[config.mk]
export PLATFORM = sky130hd
export DESIGN_NAME = thresh_cmp_top
export DESIGN_NICKNAME = d
export VERILOG_FILES = /design/src/rtl/thresh_cmp_pkg.sv /design/src/rtl/cmp_ref_gen.sv /design/src/rtl/cmp_trip_levels.sv /design/src/rtl/cmp_decide.sv /design/src/rtl/thresh_cmp_top.sv
export SDC_FILE = /design/constraint.sdc
export NUM_CORES = 1
export LEC_CHECK = 0
export BUFFER_PORTS_ARGS = -buffer_cell sky130_fd_sc_hd__buf_2
export CAP_MARGIN = 25
export CORE_ASPECT_RATIO = 2
export CORE_UTILIZATION = 54
export CTS_CLUSTER_DIAMETER = 80
export DETAILED_ROUTE_END_ITERATION = 12
export PLACE_DENSITY_LB_ADDON = 0.1
export SYNTH_ARGS = -nofsm -noshare
export SYNTH_HDL_FRONTEND = slang
export SYNTH_SLANG_ARGS = --single-unit
[constraint.sdc]
create_clock -name clk -period 7.7 [get_ports clk]
set_input_delay 1.155 -clock clk [delete_from_list [all_inputs] [get_ports clk]]
set_output_delay 1.155 -clock clk [all_outputs]
set_load 0.02 [all_outputs]
[src/rtl/thresh_cmp_pkg.sv]
package thresh_cmp_pkg;
  localparam int REF_W = 4;
  localparam logic [REF_W-1:0] REF_SEL_RST = 4'd4;
  localparam logic [REF_W-1:0] REF_SEL_EXT = 4'd7;

  typedef struct packed {
    logic [REF_W-1:0] ref_sel;
    logic             ext_sel;
    logic             hyst_en;
  } cmp_cfg_t;

  localparam cmp_cfg_t CFG_RST = '{ref_sel: REF_SEL_RST, ext_sel: 1'b0, hyst_en: 1'b0};
endpackage

[src/rtl/cmp_ref_gen.sv]
module cmp_ref_gen
  import thresh_cmp_pkg::*;
#(
  parameter int W = 10
) (
  input  logic [REF_W-1:0] ref_sel,
  input  logic [W-1:0]     full_scale,
  input  logic [W-1:0]     ext_sample,
  output logic [W-1:0]     ref_lvl
);
  localparam int PW = W + REF_W;

  logic [REF_W-1:0] sixteenths;
  logic [PW-1:0]    fs_wide;
  logic [PW-1:0]    product;

  // numerator over 16: eighths become even sixteenths, upper codes odd ones
  always_comb begin
    if (ref_sel[3]) sixteenths = {ref_sel[2:0], 1'b1};
    else            sixteenths = {ref_sel[2:0], 1'b0} + 4'd2;
  end

  assign fs_wide = {{REF_W{1'b0}}, full_scale};
  assign product = fs_wide * {{W{1'b0}}, sixteenths};

  always_comb begin
    if (ref_sel == REF_SEL_EXT) ref_lvl = ext_sample;
    else                        ref_lvl = W'(product >> 4);
  end
endmodule

[src/rtl/cmp_trip_levels.sv]
module cmp_trip_levels #(
  parameter int W         = 10,
  parameter int HYST_BAND = 16
) (
  input  logic [W-1:0] ref_lvl,
  output logic [W-1:0] hi_lvl,
  output logic [W-1:0] lo_lvl
);
  localparam logic [W-1:0] HALF     = W'(HYST_BAND / 2);
  localparam logic [W:0]   CODE_MAX = {1'b0, {W{1'b1}}};

  logic [W:0] hi_sum;

  assign hi_sum = {1'b0, ref_lvl} + {1'b0, HALF};

  always_comb begin
    if (hi_sum > CODE_MAX) hi_lvl = {W{1'b1}};
    else                   hi_lvl = hi_sum[W-1:0];
    if (ref_lvl >= HALF)   lo_lvl = ref_lvl - HALF;
    else                   lo_lvl = '0;
  end
endmodule

[src/rtl/cmp_decide.sv]
module cmp_decide #(
  parameter int W = 10
) (
  input  logic         clk,
  input  logic         rst_n,
  input  logic         take,
  input  logic         hyst_en,
  input  logic [W-1:0] sample,
  input  logic [W-1:0] ref_lvl,
  input  logic [W-1:0] hi_lvl,
  input  logic [W-1:0] lo_lvl,
  output logic         above
);
  logic above_nxt;

  always_comb begin
    above_nxt = above;
    if (!hyst_en)              above_nxt = (sample > ref_lvl);
    else if (!above)           above_nxt = (sample > hi_lvl);
    else                       above_nxt = !(sample < lo_lvl);
  end

  always_ff @(posedge clk) begin
    if (!rst_n)    above <= 1'b0;
    else if (take) above <= above_nxt;
  end
endmodule

[src/rtl/thresh_cmp_top.sv]
module thresh_cmp_top
  import thresh_cmp_pkg::*;
#(
  parameter int W         = 10,
  parameter int NUM_CH    = 8,
  parameter int HYST_BAND = 16,
  parameter int SEL_W     = $clog2(NUM_CH)
) (
  input  logic                clk,
  input  logic                rst_n,
  input  logic                cfg_we,
  input  logic [SEL_W-1:0]    cfg_in_sel,
  input  logic [REF_W-1:0]    cfg_ref_sel,
  input  logic                cfg_ext_sel,
  input  logic                cfg_hyst_en,
  input  logic [W-1:0]        full_scale,
  input  logic                in_valid,
  output logic                in_ready,
  input  logic [NUM_CH*W-1:0] in_data,
  output logic                above
);
  cmp_cfg_t         cfg_q;
  logic [SEL_W-1:0] in_sel_q;
  logic [W-1:0]     chan [NUM_CH];
  logic [W-1:0]     sel_sample;
  logic [W-1:0]     ext_sample;
  logic [W-1:0]     ref_lvl;
  logic [W-1:0]     hi_lvl;
  logic [W-1:0]     lo_lvl;
  logic             hyst_on;
  logic             take;

  always_ff @(posedge clk) begin
    if (!rst_n) begin
      cfg_q    <= CFG_RST;
      in_sel_q <= '0;
    end else if (cfg_we) begin
      cfg_q    <= '{ref_sel: cfg_ref_sel, ext_sel: cfg_ext_sel, hyst_en: cfg_hyst_en};
      in_sel_q <= cfg_in_sel;
    end
  end

  for (genvar i = 0; i < NUM_CH; i++) begin : g_unpack
    assign chan[i] = in_data[i*W +: W];
  end

  assign sel_sample = chan[in_sel_q];
  assign ext_sample = cfg_q.ext_sel ? chan[1] : chan[0];
  assign hyst_on    = cfg_q.hyst_en;
  assign in_ready   = rst_n;
  assign take       = in_valid && in_ready;

  cmp_ref_gen #(.W(W)) u_ref (
    .ref_sel    (cfg_q.ref_sel),
    .full_scale (full_scale),
    .ext_sample (ext_sample),
    .ref_lvl    (ref_lvl)
  );

  cmp_trip_levels #(.W(W), .HYST_BAND(HYST_BAND)) u_trip (
    .ref_lvl (ref_lvl),
    .hi_lvl  (hi_lvl),
    .lo_lvl  (lo_lvl)
  );

  cmp_decide #(.W(W)) u_dec (
    .clk     (clk),
    .rst_n   (rst_n),
    .take    (take),
    .hyst_en (hyst_on),
    .sample  (sel_sample),
    .ref_lvl (ref_lvl),
    .hi_lvl  (hi_lvl),
    .lo_lvl  (lo_lvl),
    .above   (above)
  );
endmodule

==> results of run 1 <==
critical path, delay by kind of cell (launching register included):
family / cells / cell delay [ns]
compound gates: 13 / 2.55
fa+ha+maj: 5 / 2.07
simple gates: 6 / 0.92
flops: 1 / 0.65
xor+xnor: 1 / 0.64
buf+inv: 3 / 0.23
layout by cell type (no fill, tap or decap), drive strengths merged, types with 2 or more instances in the layout:
cell and n:
mux2 11, fa 15, inv 37, clkbuf 4, nand4 14, a21oi 24
mux4 20, xor2 3, ha 49, nor4 3, a211o 3, dfxtp 10
a21o 15, nor3b 3, and3 8, or3 3, buf 107, nand3 10
o211a 2, nor3 5, o21a 3, a31oi 6, nor2b 30, o221ai 2
xnor2 6, mux2i 16, nand2b 7, and2 10, nor2 24, o21ai 15
nand2 30, nand3b 3, a211oi 4, o211ai 4
flip-flops by register name (all words and copies together) (netlist names):
signal,count
in_sel_q,3
hyst_on,1
cfg_q,5
u_dec.above,1
cells by family after synthesis:
group	after synthesis
and+or+nand+nor	152
AOI/OAI and AO/OA	91
adders and majority gates	64
buffers and inverters	58
muxes	47
DFF	10
xor gates and xnor gates	9
where the power goes:
part | switching, mW | total, mW | leakage, nW | internal (mW)
Combinational | 0.469 | 0.817 | 1.95 | 0.348
Clock | 0.0265 | 0.105 | 0.0442 | 0.0783
Sequential | 0.00892 | 0.0648 | 0.0826 | 0.0559
Total | 0.505 | 0.987 | 2.08 | 0.482
per-layer routing:
| layer | part of all wire | track usage |
|---|---|---|
| met1 | 0.32 | 0.288 |
| met2 | 0.56 | 0.617 |
| met3 | 0.037 | 0.0394 |
| met4 | 0.082 | 0.241 |
| met5 | 0 | 0 |
worst paths after layout:
check | from | endpoint | slack (ns) | cells after the start
min reg2reg | cfg_q[3]$_SDFFE_PN0P_ | cfg_q[3]$_SDFFE_PN0P_ | 0.55 | 2
max | cfg_q[5]$_SDFFE_PN0P_ | u_dec.above$_SDFFE_PN0P_ | 0.52 | 28
max reg2reg | cfg_q[5]$_SDFFE_PN0P_ | u_dec.above$_SDFFE_PN0P_ | 0.52 | 28
min | cfg_q[3]$_SDFFE_PN0P_ | cfg_q[3]$_SDFFE_PN0P_ | 0.55 | 2
layout make-up:
| type | count | area share |
|---|---|---|
| Sequential cell | 10 | 0.0468 |
| Inverter | 37 | 0.0325 |
| Timing Repair Buffer | 107 | 0.127 |
| Multi-Input combinational cell | 363 | 0.747 |
| Clock buffer | 4 | 0.0208 |
| Tap cell | 88 | 0.0257 |
metrics by stage:
step | power, mW | setup WS [ns]
6_report | 0.987 | 0.521
5_1_grt | 1.09 | 0.0103
4_1_cts | 0.978 | 0.551
3_5_place_dp | 0.866 | 0.556
3_3_place_gp | 0.843 | 0.770
2_1_floorplan | 0.683 | 1.54
==> results.toml, run 1 <==
[outcome]
status = "finished clean"

[clock_tree]
clock-root-buffer = "clkbuf_16"
cts_sinks = 10
cts.clk_slew.worst_paths_ns = 0.04
cts_buffer_depth = 2
h-tree-depth = 1
cts_tree = "done"
clk_latency_ns = 0.24
hold_buffers = 0
cts_buffers = 3
postCtsSetupBuffers = 0
cts.repair.resized = 0

[floorplan]
die_area_mm2 = 0.00710
core_mm2 = 0.00657
core.rowCount = 42
die_h_um = 118
initial_core_util = 0.554
io_pins = 105
die_w_um = 60.1

[timing]
skew_ns = 0.00328
rsz0062_at_grt = "no"
worst_hold_slack_ns = 0.553
tightest_slew_ns = 0.887
setup_viol = 0
max-slew-margin-rel = 0.408
min_period_ns = 7.18
fin_tns_setup_ns = 0
report.final.hold_viol_count = 0
period_share = 0.932
fmax_ghz = 0.139
slew_viol_final = 0

[setup_path]
path_max_fanout = 15
endpoint_kind = "flop"
crit_path_max_incr_delay_ns = 0.65
cp_data_arrival_time_ns = 7.31
path_class = "reg2reg"
startpoint_type = "flop"
critPathSlowestCell = "dfxtp_1"
crit_required_ns = 7.83

[route]
ant_nets = 0
wl_um = 11100
dr.pass1.iters = 4
vias = 3727
wire_per_inst_um = 18.2
drt_iter0_drc = 135
viasPerCell = 6.12
post-route-drc-count = 0

[synth]
synth-simple-area-share = 0.234
synth_flop_cell = "dfxtp_1"
async_reset_ff_frac = 0
netlist_instances = 431
ys_ff_latch = 10
yosys-top-cells-area = "ha_1, mux4_2, fa_1"
yosys.cell_count.top_type = "ha_1"
synth_compound_area_frac = 0.170
netlist_area_mm2 = 0.00364
synth_xor_area_frac = 0.0216
yosysWarnings = 0
synth_fa_ha_area_frac = 0.251
ys_seq_area_frac = 0.0550
syn_avg_cell_area_um2 = 8.45
synth_commonest_cells = "ha_1, inv_1, nand2_1, nor2b_1"
yosysUniqueCellTypes = 60
synth_top_family_by_area = "adder cells"
synth_edf_count = 0
synth_top_area_share = 0.168
synthMuxAreaShare = 0.202
synth_nets = 598
synth_top_area_cell = "ha_1"

[placed_design]
dp_hpwl_um = 9560
dp.cells = 605
port_buffers = 104
post_dp_cell_area_mm2 = 0.00419
place_congestion = 0.900

[flow_run]
max-cap-violations = 0

[finish]
fillers = 623
final_area_mm2 = 0.00428
antennaDiodeCount = 0
regArea_um2 = 200
nets = 689
fin_cells = 609
drive_above_1_share = 0.292
multi_input_area_mm2 = 0.00320
fin_util = 0.651
area_growth_pct = 17.5

[power_and_ir_drop]
cellLeakagePower_nw = 2.08
power.density_mw_per_mm2 = 231
peakVddDrop_uv = 135

[global_routing]
grt_pass1_wl_um = 17400
antenna_found_initial = 0
grt_max_degree = 26
grt_pass1_vias = 3835
track_usage = 0.327
grt_overflow = 0

[min_path]
worstHoldPathType = "reg2reg"
No activity file was read; power rests on OpenSTA's default activity.
==> run 2: changes to the inputs <==
Settings changed: RECOVER_POWER set to 50.
==> run 2 against run 1 <==
Net effect:
- clock skew unchanged
- power about the same
- die area unchanged
- largest power group unchanged
- cell area about the same
- highest routed layer unchanged
- sequential share of layout area about the same
- critical path type unchanged
- setup slack about the same
- critical endpoint unchanged
==> results.toml, run 2 (synthesized netlist as in run 1, its figures left out) <==
[power_and_ir_drop]
cellLeakagePower_nw = 2.08
p_int_mw = 0.482
p_clk_frac = 0.106
p_sw_mw = 0.505
power.density_mw_per_mm2 = 231
switching_share = 0.511
seqPwrFrac = 0.066
peakVddDrop_uv = 135
comb_power_share = 0.828

[global_routing]
grt_pass1_wl_um = 17400
grt_max_degree = 26
antenna_found_initial = 0
track_usage = 0.327
grt_pass1_vias = 3835
grt_overflow = 0

[clock_tree]
h-tree-depth = 1
cts.repair.resized = 0
cts_buffers = 3
cts_sinks = 10
cts_tree = "done"
cts.clk_slew.worst_paths_ns = 0.04
postCtsSetupBuffers = 0
clock-root-buffer = "clkbuf_16"
hold_buffers = 0
cts_buffer_depth = 2
clk_latency_ns = 0.24

[finish]
top_regs = "cfg_q (5), in_sel_q (3)"
area_growth_pct = 17.5
drive_above_1_share = 0.290
largest_register_ffs = 5
most-common-layout-cells = "buf_2, ha_1, inv_1"
largest_register = "cfg_q"
nets = 689
antennaDiodeCount = 0
final_common_cell = "buf_2"

[floorplan]
core.rowCount = 42
die_w_um = 60.1
io_pins = 105
die_h_um = 118
die_area_mm2 = 0.00710
core_mm2 = 0.00657
initial_core_util = 0.554

[min_path]
worstHoldPathType = "reg2reg"

[setup_path]
critPathSlowestCell = "dfxtp_1"
cp_data_arrival_time_ns = 7.31
crit_buf_inv = 3
cpLargestDelayFamily = "compound AO/OA/AOI/OAI gates"
path_class = "reg2reg"
crit_path_max_incr_delay_ns = 0.65
endpoint_kind = "flop"
crit_required_ns = 7.83
path_max_fanout = 15
startpoint_type = "flop"

[timing]
period_share = 0.932
fmax_ghz = 0.139
min_period_ns = 7.18
tightest_slew_ns = 0.885
worst_hold_slack_ns = 0.553
slew_viol_final = 0
skew_ns = 0.00328
setup_viol = 0
report.final.hold_viol_count = 0
fin_tns_setup_ns = 0
rsz0062_at_grt = "no"
max-slew-margin-rel = 0.409

[placed_design]
place_congestion = 0.900
dp_hpwl_um = 9560
port_buffers = 104

[route]
viasPerCell = 6.12
ant_nets = 0
vias = 3728
wl_um = 11100
drt_iter0_drc = 127
wire_per_inst_um = 18.2
post-route-drc-count = 0
dr.pass1.iters = 4

[outcome]
status = "finished clean"

[flow_run]
max-cap-violations = 0
run 2: cell types whose count changed in the layout (fill, tap and decap cells not counted):
cell      before  now
buf_2        104  103
clkbuf_1       0    1
run 2: per-layer routing:
| layer | GRT usage | routed length (um) | up-vias |
|---|---|---|---|
| li1 | - | - | 1771 |
| met1 | 0.288 | 3530 | 1759 |
| met2 | 0.617 | 6230 | 138 |
| met3 | 0.0394 | 409 | 60 |
| met4 | 0.241 | 911 | 0 |
| met5 | 0 | 0 | - |
run 2: final timing paths:
path                              start                       end  slack, ns  cells after the start
hold reg to reg   cfg_q[3]$_SDFFE_PN0P_     cfg_q[3]$_SDFFE_PN0P_       0.55                      2
setup / recovery  cfg_q[5]$_SDFFE_PN0P_  u_dec.above$_SDFFE_PN0P_       0.52                     28
setup reg to reg  cfg_q[5]$_SDFFE_PN0P_  u_dec.above$_SDFFE_PN0P_       0.52                     28
hold / removal    cfg_q[3]$_SDFFE_PN0P_     cfg_q[3]$_SDFFE_PN0P_       0.55                      2
run 2: worst min-delay path, delay by kind of cell (launching register included):
kind	cells	cell delay, ns
flops	1	0.33
simple gates	1	0.05
mux	1	0.12
run 2: final cells by class:
cell class	instances	area, um^2
tap	88	110
fill	624	2290
multi-input combinational	363	3200
sequential	10	200
clock buffer	4	88.8
timing repair buffer	107	542
inverter	37	139
run 2: metrics by stage:
step           cell area (um^2)  setup slack [ns]  instances   util  power [mW]
2_1_floorplan              3640              1.54        431      -       0.683
3_3_place_gp               4190             0.770        605  0.638       0.843
3_5_place_dp               4190             0.556        605  0.638       0.866
4_1_cts                    4280             0.551        609  0.651       0.978
5_1_grt                    4280            0.0103        609  0.651        1.09
6_report                   4280             0.521        609  0.651       0.987
run 2: power groups by stage:
stage	Clock (mW)	Combinational [mW]	Sequential (mW)
after global routing	0.107	0.913	0.0656
after global placement	0	0.778	0.0653
after floorplan	0	0.622	0.0610
after CTS	0.104	0.810	0.0647
after detailed placement	0	0.801	0.0656
final	0.105	0.817	0.0648
==> run 3: changes to the inputs <==
Settings changed: PLACE_DENSITY set to 0.81, PLACE_DENSITY_LB_ADDON 0.1 to unset.
Clock period 7.7 ns to 7.95 ns, I/O delays scaled along.
==> run 3 against run 2 <==
Net effect:
- clock skew down 0.0024 ns
- clock-buffer cell count unchanged
- critical path depth unchanged
- flip-flop and latch count unchanged
- routed wire length up 0.70%
- setup slack better by 0.25 ns
- worst hold slack better by 0.011 ns
- via count about the same
- combinational power down 2%
- power down 2.4%
- sequential share of layout area about the same
- non-clock buffer count down 2
- critical endpoint unchanged
==> results.toml, run 3 (synthesized netlist as in run 1, its figures left out) <==
[placed_design]
port_buffers = 104
place_congestion = 1.03
dp_hpwl_um = 9570
preCtsSetupSlack_ns = 0.893

[timing]
max-slew-margin-rel = 0.411
skew_ns = 0.000880
report.final.hold_viol_count = 0
rsz0062_at_grt = "no"
layout_setup_ws_ns = 0.774
min_period_ns = 7.18
period_share = 0.903
slew_viol_final = 0
setup_viol = 0
fmax_ghz = 0.139
tightest_slew_ns = 0.881
fin_tns_setup_ns = 0

[global_routing]
grt_pass1_wl_um = 18400
grt_pass1_vias = 3899
grt_overflow = 0
grt_max_degree = 26
antenna_found_initial = 0
track_usage = 0.344

[clock_tree]
hold_buffers = 0
cts_tree = "done"
cts.repair.resized = 0
clk_latency_ns = 0.24
postCtsSetupBuffers = 0
cts_sinks = 10
clock-root-buffer = "clkbuf_16"
cts_buffers = 3
h-tree-depth = 1
cts.clk_slew.worst_paths_ns = 0.04
cts_buffer_depth = 2

[setup_path]
startpoint_type = "flop"
cp_data_arrival_time_ns = 7.31
cpLargestDelayFamily = "compound AO/OA/AOI/OAI gates"
r2r_slack_ns = 0.77
crit_required_ns = 8.08
crit_buf_inv = 3
critPathSlowestCell = "mux2i_1"
path_max_fanout = 15
path_class = "reg2reg"
crit_path_max_incr_delay_ns = 0.76
endpoint_kind = "flop"

[route]
vias = 3726
dr.pass1.iters = 4
ant_nets = 0
wire_per_inst_um = 18.4
post-route-drc-count = 0
viasPerCell = 6.14
wl_um = 11200
drt_iter0_drc = 163

[finish]
antennaDiodeCount = 0
final_common_cell = "buf_2"
fillers = 589
multi_input_area_mm2 = 0.00320
top_regs = "cfg_q (5), in_sel_q (3)"
largest_register = "cfg_q"
largest_register_ffs = 5
nets = 687
fin_util = 0.649
regArea_um2 = 200
area_growth_pct = 17.0
most-common-layout-cells = "buf_2, ha_1, inv_1"
drive_above_1_share = 0.287

[floorplan]
core.rowCount = 42
io_pins = 105
die_w_um = 60.1
die_area_mm2 = 0.00710
core_mm2 = 0.00657
initial_core_util = 0.554
die_h_um = 118

[power_and_ir_drop]
p_sw_mw = 0.495
switching_share = 0.514
p_int_mw = 0.468
comb_power_share = 0.830
power.density_mw_per_mm2 = 226
cellLeakagePower_nw = 2.07
p_clk_frac = 0.105
seqPwrFrac = 0.065
peakVddDrop_uv = 141

[flow_run]
max-cap-violations = 0

[min_path]
worstHoldPathType = "reg2reg"

[outcome]
status = "finished clean"
## run 3: cell count changes in the layout (fill, tap and decap cells not counted), sizes merged
cell,before,now
buf,106,104
## run 3: power groups by stage
| stage | combinational [mW] | sequential, mW | clock (mW) |
|---|---|---|---|
| finish | 0.799 | 0.0626 | 0.101 |
| global placement | 0.762 | 0.0632 | 0 |
| detailed placement | 0.784 | 0.0634 | 0 |
| CTS | 0.788 | 0.0626 | 0.102 |
| floorplan | 0.603 | 0.0591 | 0 |
| global route | 0.902 | 0.0636 | 0.105 |
## run 3: metrics by stage
step                hold WS [ns]  instance area (um^2)  std cells  total power, mW
global placement           0.546                  4180        603            0.825
CTS                        0.568                  4260        607            0.953
global route               0.582                  4260        607             1.07
finish                     0.564                  4260        607            0.963
floorplan                  0.501                  3640        431            0.662
detailed placement         0.562                  4180        603            0.847
## run 3: path summary, 6_finish.rpt
check / from / endpoint / cells past startpoint
worst max register to register: cfg_q[5]$_SDFFE_PN0P_ / u_dec.above$_SDFFE_PN0P_ / 28
worst min-delay path: cfg_q[3]$_SDFFE_PN0P_ / cfg_q[3]$_SDFFE_PN0P_ / 2
worst min register to register: cfg_q[3]$_SDFFE_PN0P_ / cfg_q[3]$_SDFFE_PN0P_ / 2
worst max-delay path: cfg_q[5]$_SDFFE_PN0P_ / u_dec.above$_SDFFE_PN0P_ / 28
## run 3: layout make-up
type,count,share of cell area
multi-input cells,363,0.750
repair buffers,105,0.124
flip-flops and latches,10,0.0470
inverters,37,0.0326
well taps,88,0.0258
clock buffers,4,0.0208
## run 3: worst reg2reg max path: cells and delay by family (launching register included)
kind,cells,cell delay [ns]
xor+xnor,1,0.12
buf+inv,3,0.18
compound gates,12,2.26
mux,1,0.76
fa+ha+maj,5,1.94
simple gates,6,1.15
flops,1,0.64
## run 3: routing by layer
metal,track usage,wire (um)
met1,0.358,3780
met2,0.612,6080
met3,0.0383,398
met4,0.221,901
met5,0,0
